<file path="src/rtl/dacseq_pkg.sv">
package dacseq_pkg;

    localparam int STREAM_BITS = 72;
    localparam int UTIL_BITS   = 24;

    typedef enum logic [2:0] {
        ST_IDLE,
        ST_STREAM,
        ST_GAP_PRE,
        ST_STROBE,
        ST_GAP_POST,
        ST_UTIL
    } seq_state_e;

    // Convert a nanosecond minimum into whole clock cycles, rounding up, never below one.
    function automatic int ns_to_cyc(input int ns, input int period_ps);
        int c;
        c = (ns * 1000 + period_ps - 1) / period_ps;
        if (c < 1) c = 1;
        return c;
    endfunction

endpackage

</file>
<file path="src/rtl/dacseq_frame_timer.sv">
module dacseq_frame_timer #(
    parameter int FRAME_CYC = 250
) (
    input  logic clk,
    input  logic rst_n,
    output logic tick
);
    localparam int CW = $clog2(FRAME_CYC);

    typedef struct packed {
        logic [CW-1:0] cnt;
    } tmr_t;

    tmr_t tmr_d, tmr_q;

    always_comb begin
        tmr_d = tmr_q;
        if (tmr_q.cnt == CW'(FRAME_CYC - 1)) tmr_d.cnt = '0;
        else                                 tmr_d.cnt = tmr_q.cnt + 1'b1;
    end

    always_ff @(posedge clk or negedge rst_n) begin
        if (!rst_n) tmr_q <= '0;
        else        tmr_q <= tmr_d;
    end

    assign tick = (tmr_q.cnt == '0);
endmodule

</file>
<file path="src/rtl/dacseq_util_slot.sv">
module dacseq_util_slot (
    input  logic        clk,
    input  logic        rst_n,
    input  logic        req,
    input  logic [1:0]  req_ch,
    input  logic [15:0] req_val,
    input  logic        take,
    output logic        pend_v,
    output logic [1:0]  pend_ch,
    output logic [15:0] pend_val
);
    typedef struct packed {
        logic        v;
        logic [1:0]  ch;
        logic [15:0] val;
    } slot_t;

    slot_t slot_d, slot_q;

    always_comb begin
        slot_d = slot_q;
        if (req) begin
            slot_d.v   = 1'b1;
            slot_d.ch  = req_ch;
            slot_d.val = req_val;
        end else if (take) begin
            slot_d.v = 1'b0;
        end
    end

    always_ff @(posedge clk or negedge rst_n) begin
        if (!rst_n) slot_q <= '0;
        else        slot_q <= slot_d;
    end

    assign pend_v   = slot_q.v;
    assign pend_ch  = slot_q.ch;
    assign pend_val = slot_q.val;
endmodule

</file>
<file path="src/rtl/dacseq_serializer.sv">
module dacseq_serializer #(
    parameter int MAX_BITS = 72,
    parameter int HALF_CYC = 1
) (
    input  logic                           clk,
    input  logic                           rst_n,
    input  logic                           start,
    input  logic [$clog2(MAX_BITS+1)-1:0]  start_bits,
    input  logic [MAX_BITS-1:0]            start_word,
    output logic                           sclk,
    output logic                           mosi,
    output logic                           finishing
);
    localparam int NW = $clog2(MAX_BITS + 1);
    localparam int HW = (HALF_CYC > 1) ? $clog2(HALF_CYC) : 1;

    typedef struct packed {
        logic                active;
        logic                phase;   // 0: clock low half, 1: clock high half
        logic [HW-1:0]       hcnt;
        logic [NW-1:0]       remaining;
        logic [MAX_BITS-1:0] shreg;
        logic                sclk;
        logic                mosi;
    } ser_t;

    ser_t ser_d, ser_q;

    always_comb begin
        ser_d     = ser_q;
        finishing = 1'b0;
        if (start) begin
            ser_d.active    = 1'b1;
            ser_d.phase     = 1'b0;
            ser_d.hcnt      = '0;
            ser_d.remaining = start_bits - 1'b1;
            ser_d.mosi      = start_word[MAX_BITS-1];
            ser_d.shreg     = start_word << 1;
            ser_d.sclk      = 1'b0;
        end else if (ser_q.active) begin
            if (ser_q.hcnt == HW'(HALF_CYC - 1)) begin
                ser_d.hcnt = '0;
                if (!ser_q.phase) begin
                    ser_d.phase = 1'b1;
                    ser_d.sclk  = 1'b1;
                end else if (ser_q.remaining == '0) begin
                    ser_d.active = 1'b0;
                    ser_d.sclk   = 1'b0;
                    ser_d.mosi   = 1'b0;
                    finishing    = 1'b1;
                end else begin
                    ser_d.phase     = 1'b0;
                    ser_d.sclk      = 1'b0;
                    ser_d.mosi      = ser_q.shreg[MAX_BITS-1];
                    ser_d.shreg     = ser_q.shreg << 1;
                    ser_d.remaining = ser_q.remaining - 1'b1;
                end
            end else begin
                ser_d.hcnt = ser_q.hcnt + 1'b1;
            end
        end
    end

    always_ff @(posedge clk or negedge rst_n) begin
        if (!rst_n) ser_q <= '0;
        else        ser_q <= ser_d;
    end

    assign sclk = ser_q.sclk;
    assign mosi = ser_q.mosi;
endmodule

</file>
<file path="src/rtl/dacseq_top.sv">
module dacseq_top
    import dacseq_pkg::*;
#(
    parameter int          FRAME_CYC      = 250,
    parameter int          SCLK_HALF_CYC  = 1,
    parameter int          CLK_PERIOD_PS  = 10000,
    parameter int          PRE_GAP_NS     = 20,
    parameter int          STROBE_NS      = 20,
    parameter int          POST_GAP_NS    = 15,
    parameter logic [7:0]  WAVE_ADDR      = 8'h14,
    parameter logic [7:0]  UTIL_ADDR_BASE = 8'h18
) (
    input  logic        clk,
    input  logic        rst_n,
    input  logic [63:0] wave_in,
    input  logic        util_req,
    input  logic [1:0]  util_ch,
    input  logic [15:0] util_val,
    output logic        frame_start,
    output logic        dac_sclk,
    output logic        dac_mosi,
    output logic        dac_cs_n,
    output logic        dac_load_n
);
    localparam int PRE_CYC  = ns_to_cyc(PRE_GAP_NS, CLK_PERIOD_PS);
    localparam int STB_CYC  = ns_to_cyc(STROBE_NS, CLK_PERIOD_PS);
    localparam int POST_CYC = ns_to_cyc(POST_GAP_NS, CLK_PERIOD_PS);
    localparam int GAP_MAX  = (PRE_CYC > STB_CYC) ? ((PRE_CYC > POST_CYC) ? PRE_CYC : POST_CYC)
                                                  : ((STB_CYC > POST_CYC) ? STB_CYC : POST_CYC);
    localparam int GAP_W    = $clog2(GAP_MAX + 1);
    localparam int NW       = $clog2(STREAM_BITS + 1);
    localparam int UTIL_START = STREAM_BITS * 2 * SCLK_HALF_CYC + 1 + PRE_CYC + STB_CYC + POST_CYC;
    localparam int UTIL_END   = UTIL_START + UTIL_BITS * 2 * SCLK_HALF_CYC;
    localparam bit UTIL_FITS  = (UTIL_END < FRAME_CYC);

    typedef struct packed {
        seq_state_e       st;
        logic [GAP_W-1:0] cnt;
        logic             cs_n;
        logic             load_n;
    } ctl_t;

    ctl_t ctl_d, ctl_q;

    logic                   tick;
    logic                   ser_start, ser_fin;
    logic [NW-1:0]          ser_bits;
    logic [STREAM_BITS-1:0] ser_word, stream_word, util_word;
    logic                   take;
    logic                   pend_v;
    logic [1:0]             pend_ch;
    logic [15:0]            pend_val;

    dacseq_frame_timer #(.FRAME_CYC(FRAME_CYC)) timer_i (
        .clk(clk), .rst_n(rst_n), .tick(tick)
    );

    dacseq_util_slot slot_i (
        .clk(clk), .rst_n(rst_n), .req(util_req), .req_ch(util_ch), .req_val(util_val),
        .take(take), .pend_v(pend_v), .pend_ch(pend_ch), .pend_val(pend_val)
    );

    dacseq_serializer #(.MAX_BITS(STREAM_BITS), .HALF_CYC(SCLK_HALF_CYC)) ser_i (
        .clk(clk), .rst_n(rst_n), .start(ser_start), .start_bits(ser_bits),
        .start_word(ser_word), .sclk(dac_sclk), .mosi(dac_mosi), .finishing(ser_fin)
    );

    // Address byte first, then channel 0 through 3.
    always_comb begin
        stream_word = '0;
        stream_word[STREAM_BITS-1 -: 8] = WAVE_ADDR;
        for (int c = 0; c < 4; c++)
            stream_word[STREAM_BITS-9-16*c -: 16] = wave_in[16*c +: 16];
    end

    assign util_word = {8'(UTIL_ADDR_BASE + 8'(pend_ch)), pend_val, {(STREAM_BITS-UTIL_BITS){1'b0}}};

    always_comb begin
        ctl_d     = ctl_q;
        ser_start = 1'b0;
        ser_bits  = NW'(STREAM_BITS);
        ser_word  = stream_word;
        take      = 1'b0;
        unique case (ctl_q.st)
            ST_IDLE: begin
                if (tick) begin
                    ser_start  = 1'b1;
                    ctl_d.cs_n = 1'b0;
                    ctl_d.st   = ST_STREAM;
                end
            end
            ST_STREAM: begin
                if (ser_fin) begin
                    ctl_d.cs_n = 1'b1;
                    ctl_d.cnt  = '0;
                    ctl_d.st   = ST_GAP_PRE;
                end
            end
            ST_GAP_PRE: begin
                if (ctl_q.cnt == GAP_W'(PRE_CYC - 1)) begin
                    ctl_d.load_n = 1'b0;
                    ctl_d.cnt    = '0;
                    ctl_d.st     = ST_STROBE;
                end else ctl_d.cnt = ctl_q.cnt + 1'b1;
            end
            ST_STROBE: begin
                if (ctl_q.cnt == GAP_W'(STB_CYC - 1)) begin
                    ctl_d.load_n = 1'b1;
                    ctl_d.cnt    = '0;
                    ctl_d.st     = ST_GAP_POST;
                end else ctl_d.cnt = ctl_q.cnt + 1'b1;
            end
            ST_GAP_POST: begin
                if (ctl_q.cnt == GAP_W'(POST_CYC - 1)) begin
                    if (UTIL_FITS && pend_v) begin
                        ser_start  = 1'b1;
                        ser_bits   = NW'(UTIL_BITS);
                        ser_word   = util_word;
                        take       = 1'b1;
                        ctl_d.cs_n = 1'b0;
                        ctl_d.st   = ST_UTIL;
                    end else begin
                        ctl_d.st   = ST_IDLE;
                    end
                end else ctl_d.cnt = ctl_q.cnt + 1'b1;
            end
            ST_UTIL: begin
                if (ser_fin) begin
                    ctl_d.cs_n = 1'b1;
                    ctl_d.st   = ST_IDLE;
                end
            end
            default: ctl_d.st = ST_IDLE;
        endcase
    end

    always_ff @(posedge clk or negedge rst_n) begin
        if (!rst_n) begin
            ctl_q.st     <= ST_IDLE;
            ctl_q.cnt    <= '0;
            ctl_q.cs_n   <= 1'b1;
            ctl_q.load_n <= 1'b1;
        end else begin
            ctl_q <= ctl_d;
        end
    end

    assign frame_start = tick;
    assign dac_cs_n    = ctl_q.cs_n;
    assign dac_load_n  = ctl_q.load_n;
endmodule

</file>
<file path="config.mk">
export PLATFORM = sky130hd
export DESIGN_NAME = dacseq_top
export DESIGN_NICKNAME = d
export VERILOG_FILES = /design/src/rtl/dacseq_pkg.sv /design/src/rtl/dacseq_frame_timer.sv /design/src/rtl/dacseq_util_slot.sv /design/src/rtl/dacseq_serializer.sv /design/src/rtl/dacseq_top.sv
export SDC_FILE = /design/constraint.sdc
export NUM_CORES = 1
export LEC_CHECK = 0
export ABC_AREA = 1
export BUFFER_PORTS_ARGS = -buffer_cell sky130_fd_sc_hd__buf_2
export CAP_MARGIN = 10
export CORE_UTILIZATION = 40
export CTS_CLUSTER_SIZE = 30
export DETAILED_ROUTE_END_ITERATION = 10
export SLEW_MARGIN = 20
export SYNTH_ARGS = -nofsm -noshare
export SYNTH_HDL_FRONTEND = slang
export SYNTH_SLANG_ARGS = --single-unit
</file>
<file path="constraint.sdc">
create_clock -name clk -period 1.9 [get_ports clk]
set_input_delay 0.095 -clock clk [delete_from_list [all_inputs] [get_ports clk]]
set_output_delay 0.095 -clock clk [all_outputs]
set_load 0.01 [all_outputs]
</file>
==> qor.yml, run 1 <==
cts.sinks: 116
core_area_um2: 13900
slowest_stage: "dfrtp_1"
grt_max_degree: 68
ys_seq_area_frac: 0.506
power_per_cell_area_nw_per_um2: 716
drt_iter0_drc: 370
area_delta_synth_final_pct: 42.9
setup_viol: 0
fmax_mhz: 529
rsz0062_at_grt: "yes"
hp-class: "input port to flip-flop"
crit_required_ns: 2.22
synthTopCellsByArea: "dfrtp_1 50%, nand2_1 18%, a31oi_1 6.0%"
wire_per_inst_um: 13.7
critPathArrivalTime_ns: 2.20
slew_viol_final: 0
dr_total_vias: 5292
wirelength_mm: 14.6
die_h_um: 122
htreeDepth: 4
dpl.hpwl_mm: 8.25
seqCellArea_um2: 2910
nets: 964
gp_congestion: 0.796
grt_pass1_vias: 4907
place_area_um2: 6390
cts_buffers: 17
cts_tree: "done"
grtUsageTotal: 0.194
antenna_found_initial: 0
yosysUniqueCellTypes: 39
drive_above_1_share: 0.249
synth_fp_nets: 788
ios: 90
power_mw: 5.87
post-route-period-util: 0.994
maxCapViolations: 0
stdcell_area_um2: 8200
grt_remaining_overflow: 0
yosysTopAreaCell: "dfrtp_1"
slew-limit-headroom: 0.560
slowest_delay_ns: 0.39
die_w_um: 122
syn-cell-area_um2: 5740
yosysWarnings: 0
drc: 0
dr.pass1.iters: 7
finish.utilization: 0.588
ir_worst_vdd_uv: 590
antennaDiodeCount: 0
fin_crit_ns: 1.89
ant_nets: 0
netlist.area_leader.share: 0.497
cts_buffer_depth: 2
synthCells: 696
synth-seq-cells: 116
worst-slew-pin-transition_ns: 0.661
avgViaCountPerCell: 4.97
row_count: 43
clockRootBuffer: "clkbuf_16"
crit_type: "flip-flop to flip-flop"
hold_viol: 0
p_leak_nw: 3.78
io_buffer_count: 89
grt_pass1_wl_mm: 22.5
final.fill_count: 1212
fin_worst_skew_ns: 0.00734
syn_avg_cell_area_um2: 8.24
floorplan.initialDensity: 0.412
clkLatencyLatePin_ns: 0.41
clk_pin_slew_ns: 0.05
die_area_um2: 14800
cp_max_fo: 7
crit_path_end_kind: "flip-flop"
start_kind: "flip-flop"
crit_chain: "inv_2, ha_4, inv_2, nor2_4, nand3_2, nand3_2, inv_4, nor2_8, clkinv_8, buf_12, buf_16, a31oi_1"
outcome: "finished clean"
multi_input_area_um2: 2760
[through the flow]
stage               setup slack [ns]  setup TNS [ns]  instances  hold WS, ns
CTS                          0.00235               0       1044      0.00174
finish                        0.0110               0       1064       0.0151
floorplan                      0.187               0        696       -0.201
global route                 -0.0474          -0.226       1064      0.00188
global placement              0.0826               0        946        0.158
detailed placement            0.0106               0        946        0.167
[Yosys cell counts (all sizes together)]
cell type    n
dfstp        2
clkbuf      10
o31ai        1
inv         33
nor3b        3
a22o         2
xor2         1
nor4         1
nand2      273
nand4        6
a31oi       65
nor3         6
o21bai       1
clkinv       1
and3         1
buf         26
nor2        94
ha           7
nand3       13
a22oi        2
a21oi       11
a41oi        1
dfrtp      114
or2          1
o21ai       21
[final timing paths]
check	startpoint	slack, ns	to	cells past startpoint
worst max register to register	ser_i.ser_q[75]$_DFFE_PN0P_	0.01	ser_i.ser_q[33]$_DFFE_PN0P_	12
worst max-delay path	ser_i.ser_q[75]$_DFFE_PN0P_	0.01	ser_i.ser_q[33]$_DFFE_PN0P_	12
worst min register to register	dac_cs_n$_DFFE_PN1P_	0.47	dac_cs_n$_DFFE_PN1P_	2
worst min-delay path	wave_in[60]	0.02	ser_i.ser_q[15]$_DFFE_PN0P_	3
min in group asynchronous	rst_n	0.26	ser_i.ser_q[39]$_DFFE_PN0P_	2
max in group asynchronous	rst_n	0.95	ser_i.mosi$_DFFE_PN0P_	3
[final cells by class]
class                           instances  share of cell area
Clock inverter                          5             0.00305
Inverter                               34              0.0180
Timing Repair inverter                  1             0.00107
Multi-Input combinational cell        510               0.336
Timing Repair Buffer                  192               0.199
Tap cell                              180              0.0275
Clock buffer                           26              0.0609
Sequential cell                       116               0.354
[cell families after synthesis]
kind of cell    Yosys count  synth area share
buf+inv                  70            0.0639
xor+xnor                  1           0.00153
flops                   116             0.506
compound gates          104             0.133
simple gates            398             0.280
fa+ha+maj                 7            0.0153
[cell usage in the layout (no fill, tap or decap), types with 3 or more instances in the layout]
| cell | netlist | routed |
|---|---|---|
| nor2_2 | 1 | 13 |
| clkinv_2 | 0 | 5 |
| buf_6 | 8 | 4 |
| clkbuf_16 | 0 | 22 |
| a31oi_2 | 1 | 8 |
| nor2_1 | 91 | 77 |
| inv_1 | 27 | 24 |
| nand2_1 | 271 | 271 |
| buf_2 | 9 | 88 |
| nand4_1 | 5 | 5 |
| dlygate4sd3_1 | 0 | 64 |
| a31oi_4 | 9 | 21 |
| inv_2 | 5 | 6 |
| nand3_1 | 12 | 11 |
| nor2_4 | 1 | 3 |
| nor3b_1 | 3 | 3 |
| ha_1 | 7 | 6 |
| buf_12 | 0 | 8 |
| clkbuf_1 | 10 | 5 |
| clkbuf_8 | 0 | 4 |
| o21ai_0 | 20 | 20 |
| a21oi_1 | 11 | 11 |
| a31oi_1 | 55 | 36 |
| nor3_1 | 6 | 6 |
| buf_4 | 8 | 20 |
| dfrtp_1 | 114 | 114 |
[metal layers]
| metal | part of all wire | vias to the layer above | track usage |
|---|---|---|---|
| met4 | 0.012 | 0 | 0.0586 |
| met1 | 0.45 | 2519 | 0.250 |
| met3 | 0.043 | 15 | 0.0524 |
| met5 | 0 | - | 0 |
| li1 | - | 2620 | - |
| met2 | 0.49 | 138 | 0.317 |
[critical path, delay by kind of cell, from the launching register on]
| kind | cells | cell delay [ns] |
|---|---|---|
| AOI/OAI and AO/OA | 1 | 0.20 |
| adders and majority gates | 1 | 0.13 |
| buffers and inverters | 6 | 0.60 |
| DFF | 1 | 0.39 |
| and+or+nand+nor | 4 | 0.48 |
[power breakdown]
group / switching, mW / internal (mW)
Combinational: 0.191 / 0.234
Sequential: 0.0483 / 2.56
Clock: 1.05 / 1.78
Total: 1.29 / 4.58
[registers in the layout, summed over array words and instances, names as in the netlist]
| register | flops |
|---|---|
| slot_i.pend_val | 16 |
| dac_cs_n | 1 |
| dac_load_n | 1 |
| slot_i.pend_v | 1 |
| slot_i.pend_ch | 2 |
| ser_i.sclk | 1 |
| timer_i.tmr_q | 8 |
| ser_i.ser_q | 80 |
| ctl_q | 5 |
| ser_i.mosi | 1 |
[what timing repair did]
action                                  CTS  global route
cloned                                    1             7
pin swaps                                 0             4
endpoints found under the setup margin    7            68
hold buffers                             63             1
gates resized for setup                   6            60
setup buffers                             3            12
hold endpoints to repair                104             1
(Power assumes the default switching activity.)
==> run 2, diff against run 1 <==
--- a/config.mk
+++ b/config.mk
@@ -8,9 +8,13 @@
 export ABC_AREA = 1
 export BUFFER_PORTS_ARGS = -buffer_cell sky130_fd_sc_hd__buf_2
 export CAP_MARGIN = 10
-export CORE_UTILIZATION = 40
+export CELL_PAD_IN_SITES_DETAIL_PLACEMENT = 2
+export CELL_PAD_IN_SITES_GLOBAL_PLACEMENT = 2
+export CORE_UTILIZATION = 34
 export CTS_CLUSTER_SIZE = 30
 export DETAILED_ROUTE_END_ITERATION = 10
+export PLACE_DENSITY_LB_ADDON = 0.1
+export REMOVE_ABC_BUFFERS = 1
 export SLEW_MARGIN = 20
 export SYNTH_ARGS = -nofsm -noshare
 export SYNTH_HDL_FRONTEND = slang
==> run 2 against run 1 <==
Compared with the run above:
- the flow now finishes with violations (setup timing)
- die area rose by 17%
- sequential share of layout area rose by 1.2 points
- total power rose by 13%
- via count rose by 3.9%
- global-route usage rose by 4.6 points
- register-to-register slack got worse by 0.07 ns
- sequential cell count did not move
==> qor.yml, run 2 (synthesized netlist as in run 1, its figures left out) <==
outcome: "finished with violations"
violations: "setup timing"
place_area_um2: 6530  # +2.2%
clk_pin_slew_ns: 0.06  # about the same
ios: 90  # unchanged
place_ws_ns: -0.00559  # -0.0162 ns
critPathArrivalTime_ns: 2.24  # +0.04 ns
cts_tree: "done"
drive_above_1_share: 0.229  # -0.0198
cts_buffer_depth: 2  # unchanged
crit_required_ns: 2.18  # -0.04 ns
rsz0062_at_grt: "yes"
setup_ws_ns: -0.0564  # -0.0675 ns
grt_remaining_overflow: 0  # unchanged
htreeDepth: 4  # unchanged
final_cells: 1094  # +2.8%
setup_viol: 1  # +1
wire_per_inst_um: 19.2  # +40%
grtUsageTotal: 0.240  # +0.0456
cts.sinks: 116  # unchanged
slew_viol_final: 0  # unchanged
die_h_um: 132  # +8.3%
ant_nets: 0  # unchanged
cts_buffers: 17  # unchanged
ir_worst_vdd_uv: 619  # +4.8%
fin_worst_skew_ns: 0.0127  # +0.00532 ns
power_per_cell_area_nw_per_um2: 836  # +17%
start_kind: "flip-flop"
area_delta_synth_final_pct: 38.3
drt_iter0_drc: 162  # -56%
slowest_delay_ns: 0.38  # about the same
stdcell_area_um2: 7930  # -3.2%
floorplan.initialDensity: 0.347  # -0.0645
clkLatencyLatePin_ns: 0.43  # +0.02 ns
fin_crit_ns: 1.96  # +0.0675 ns
hp-class: "input port to flip-flop"
cp_max_fo: 20  # +13
io_buffer_count: 89  # unchanged
place_inst: 996  # +5.3%
fmax_mhz: 511  # -3.4%
regMostFlops: "ser_i.ser_q"
die_w_um: 132  # +8.3%
p_leak_nw: 3.73  # -1.4%
clockRootBuffer: "clkbuf_16"
dpl.hpwl_mm: 11.7  # +42%
die_area_um2: 17400  # +17%
dr.pass1.iters: 4  # -3
post-route-period-util: 1.03  # +0.0355
crit_type: "flip-flop to flip-flop"
hold-worst-slack_ns: 0.0151  # -0.00000250 ns
fin_setup_tns_ns: -0.0564  # -0.0564 ns
mostFrequentLayoutCells: "270 x nand2_1, 114 x dfrtp_1, 88 x buf_2"
mostFrequentLayoutCell: "nand2_1"
wirelength_mm: 21.1  # +44%
core_area_um2: 16500  # +19%
largest_register_ffs: 80  # unchanged
row_count: 47  # +9.3%
gp_congestion: 0.757  # -5.0%
drc: 0  # unchanged
finish.utilization: 0.480  # -0.108
final.fill_count: 1823  # +50%
nets: 952  # -1.2%
worst-slew-pin-transition_ns: 0.680  # +0.0196 ns
hold_viol: 0  # unchanged
power_mw: 6.63  # +13%
slew-limit-headroom: 0.544  # -0.0159
avgViaCountPerCell: 5.02  # +1.0%
maxCapViolations: 0  # unchanged
grt_pass1_wl_mm: 32.7  # +46%
slowest_stage: "dfrtp_1"
crit_path_end_kind: "flip-flop"
dr_total_vias: 5496  # +3.9%
antenna_found_initial: 1  # +1
grt_pass1_vias: 6388  # +30%
grt_max_degree: 50  # -26%
crit_chain: "inv_1, ha_1, inv_1, nor2_1, nand3_2, nand3_2, inv_2, nor2_8, inv_8, buf_12, nor2_1, a31oi_1"
==> run 2: cell count changes in the layout (fill, tap and decap cells not counted), moves of 3 or more <==
cell / delta
a31oi_1: +17
a31oi_2: -5
a31oi_4: -12
buf_6: -4
bufinv_16: +5
clkbuf_16: -4
dlygate4sd3_1: -3
nor2_2: +4
==> run 2: what timing repair did <==
action	in CTS	in global routing
buffers inserted	0	3
hold endpoints to repair	87	2
pin swaps	0	1
setup endpoints to repair	22	75
resized for setup	3	29
hold buffers	59	2
cloned	0	1
==> run 2: area by class of cell <==
type	instances	area (um^2)	area share
clock buffers	22	464	0.0585
repair buffers	181	1420	0.179
clock inverters	10	178	0.0224
well taps	220	275	0.0347
inverters	34	135	0.0170
flip-flops and latches	116	2910	0.366
multi-input cells	510	2550	0.321
diodes	1	2.50	0.000315
==> run 2: final timing paths <==
check	from	endpoint	slack (ns)	cells after the start
max	ser_i.ser_q[74]$_DFFE_PN0P_	ser_i.ser_q[29]$_DFFE_PN0P_	-0.06	12
max reg2reg	ser_i.ser_q[74]$_DFFE_PN0P_	ser_i.ser_q[29]$_DFFE_PN0P_	-0.06	12
min reg2reg	dac_cs_n$_DFFE_PN1P_	dac_cs_n$_DFFE_PN1P_	0.46	2
max in group asynchronous	rst_n	ser_i.ser_q[34]$_DFFE_PN0P_	1.08	3
min	wave_in[51]	ser_i.ser_q[6]$_DFFE_PN0P_	0.02	3
min in group asynchronous	rst_n	ctl_q[2]$_DFFE_PN0P_	0.18	2
==> run 2: report_power, final <==
| part | switching, mW | leakage [nW] | internal [mW] |
|---|---|---|---|
| Combinational | 0.201 | 2.00 | 0.218 |
| Sequential | 0.0535 | 1.42 | 2.56 |
| Clock | 1.21 | 0.314 | 2.39 |
| Total | 1.47 | 3.73 | 5.17 |
==> run 2: critical path: cells and delay by family, from the launching register on <==
kind / cells / cell delay [ns]
AND/OR/NAND/NOR: 5 / 0.67
adder cells (fa/ha/maj): 1 / 0.17
flip-flops: 1 / 0.38
buffers and inverters: 5 / 0.49
AO/OA/AOI/OAI: 1 / 0.10
==> run 2: routing by layer <==
metal | track usage | vias to the layer above | wire, um | share of wire
met4 | 0.0898 | 0 | 499 | 0.024
met1 | 0.268 | 2768 | 8790 | 0.42
met5 | 0 | - | 0 | 0
met3 | 0.0469 | 37 | 539 | 0.026
li1 | - | 2583 | - | -
met2 | 0.447 | 108 | 11200 | 0.53
==> run 3, diff against run 2 <==
--- a/config.mk
+++ b/config.mk
@@ -10,6 +10,7 @@
 export CAP_MARGIN = 10
 export CELL_PAD_IN_SITES_DETAIL_PLACEMENT = 2
 export CELL_PAD_IN_SITES_GLOBAL_PLACEMENT = 2
+export CORE_ASPECT_RATIO = 0.9
 export CORE_UTILIZATION = 34
 export CTS_CLUSTER_SIZE = 30
 export DETAILED_ROUTE_END_ITERATION = 10
==> run 3 against run 2 <==
Compared with the run above:
- the run ends with DRC, setup timing left
- global-route usage increased by 1.5 points
- cell count is 0.64% higher
- clock skew grew 0.0089 ns
==> qor.yml, run 3 (synthesized netlist as in run 1, its figures left out) <==
clockRootBuffer: "clkbuf_16"
place_area_um2: 6460  # -0.94%
rsz0062_at_grt: "yes"
die_h_um: 125  # -5.1%
cts_buffer_depth: 2  # unchanged
dpl.hpwl_mm: 11.2  # -4.5%
outcome: "finished with violations"
setup_viol: 59  # +58
fin_setup_tns_ns: -4.00  # -3.95 ns
grtUsageTotal: 0.255  # +0.0150
multi_input_area_um2: 2940  # +15%
mostFrequentLayoutCells: "268 x nand2_1, 113 x dfrtp_1, 88 x buf_2"
drive_above_1_share: 0.289  # +0.0598
ir_worst_vdd_uv: 644  # +4.0%
violations: "DRC, setup timing"
gp_congestion: 0.747  # -1.3%
clk_pin_slew_ns: 0.06  # about the same
stdcell_area_um2: 8620  # +8.6%
p_leak_nw: 3.86  # +3.7%
ios: 90  # unchanged
clkLatencyLatePin_ns: 0.44  # about the same
hold_path_depth: 3  # unchanged
grt_max_degree: 117  # +130%
power_per_cell_area_nw_per_um2: 788  # -5.8%
cts_tree: "done"
cts.sinks: 116  # unchanged
power_mw: 6.79  # +2.3%
fin_worst_skew_ns: 0.0216  # +0.00894 ns
htreeDepth: 4  # unchanged
worst-slew-pin-transition_ns: 0.668  # -0.0122 ns
crit_required_ns: 2.19  # about the same
avgViaCountPerCell: 5.57  # +11%
die_area_um2: 17400  # about the same
cts_buffers: 17  # unchanged
grt_pass1_vias: 6555  # +2.6%
setup_ws_ns: -0.247  # -0.190 ns
largest_register_ffs: 80  # unchanged
regMostFlops: "ser_i.ser_q"
area_delta_synth_final_pct: 50.2
mostFrequentLayoutCell: "nand2_1"
start_kind: "flip-flop"
slew-limit-headroom: 0.555  # +0.0110
fmax_mhz: 466  # -8.9%
antenna_found_initial: 1  # unchanged
hold-worst-slack_ns: 0.0233  # +0.00827 ns
floorplan.initialDensity: 0.352  # +0.00488
core_area_um2: 16300  # -1.4%
io_buffer_count: 89  # unchanged
fin_crit_ns: 2.15  # +0.190 ns
hold_viol: 0  # unchanged
final.fill_count: 1700  # -6.7%
die_w_um: 139  # +5.3%
wirelength_mm: 29.5  # +40%
ant_nets: 0  # unchanged
critPathArrivalTime_ns: 2.43  # +0.19 ns
cp_max_fo: 4  # -80%
row_count: 44  # -6.4%
drc: 2  # +2
wire_per_inst_um: 26.8  # +39%
hp-class: "input port to flip-flop"
nets: 972  # +2.1%
crit_type: "flip-flop to flip-flop"
maxCapViolations: 0  # unchanged
post-route-period-util: 1.13  # +0.100
seqCellArea_um2: 2910  # about the same
drt_iter0_drc: 352  # +120%
grt_pass1_wl_mm: 34.4  # +5.2%
crit_path_end_kind: "flip-flop"
slew_viol_final: 0  # unchanged
reg2reg_depth: 11  # -1
dr.pass1.iters: 8  # +4
dr_total_vias: 6129  # +12%
grt_remaining_overflow: 0  # unchanged
## run 3: cell count changes in the layout (fill, tap and decap cells not counted), sizes merged
cell	previous run	this run
dlygate4sd3	61	71
clkbuf	23	27
clkinvlp	1	3
buf	119	125
inv	33	31
bufinv	5	4
bufbuf	0	1
## run 3: path summary, 6_finish.rpt
check	slack [ns]	start	endpoint
hold reg to reg	0.50	slot_i.pend_val[10]$_DFFE_PN0P_	slot_i.pend_val[10]$_DFFE_PN0P_
hold / removal	0.02	wave_in[60]	ser_i.ser_q[15]$_DFFE_PN0P_
setup reg to reg	-0.25	ser_i.ser_q[74]$_DFFE_PN0P_	ctl_q[2]$_DFFE_PN0P_
max in group asynchronous	1.11	rst_n	slot_i.pend_val[0]$_DFFE_PN0P_
min in group asynchronous	0.32	rst_n	ctl_q[5]$_DFFE_PN0P_
setup / recovery	-0.25	ser_i.ser_q[74]$_DFFE_PN0P_	ctl_q[2]$_DFFE_PN0P_
## run 3: critical path, cell delays in order, from the launching register on
cell      delay [ns]
dfrtp_1         0.40
inv_2           0.13
ha_4            0.16
inv_2           0.05
nor2_4          0.08
nand3_2         0.11
nor2_1          0.25
nand2_1         0.13
nor2_1          0.26
o21bai_2        0.18
nand2_1         0.13
o21ai_0         0.12
## run 3: timing repair
item	in CTS	in global routing
gates resized for setup	8	97
buffers inserted	0	13
gates cloned	3	4
pin swaps	2	5
hold endpoints to repair	178	0
endpoints found under the setup margin	35	74
hold buffers	71	0
## run 3: stage by stage
stage | setup slack, ns | util | instances
after floorplan | -0.700 | - | 660
after global placement | 0.102 | 0.397 | 977
after detailed placement | -0.0348 | 0.397 | 977
after CTS | 0.00482 | 0.487 | 1083
after global routing | -0.304 | 0.529 | 1101
final | -0.247 | 0.529 | 1101
## run 3: power by group
| group | switching [mW] | internal [mW] | leakage, nW |
|---|---|---|---|
| Clock | 1.34 | 2.30 | 0.303 |
| Sequential | 0.0765 | 2.56 | 1.41 |
| Combinational | 0.268 | 0.251 | 2.15 |
## run 3: final cells by class
class,instances,share of cell area
clock buffer,23,0.0555
multi-input combinational,510,0.342
inverter,34,0.0176
antenna,1,0.000290
clock inverter,9,0.0174
timing repair buffer,201,0.200
sequential,116,0.337
tap,207,0.0301
## run 3: layer usage
metal,global-route usage,vias up,wire length (um)
li1,-,2641,-
met1,0.292,3187,11400
met2,0.474,210,15700
met3,0.0479,91,989
met4,0.0856,0,1370
met5,0,-,0
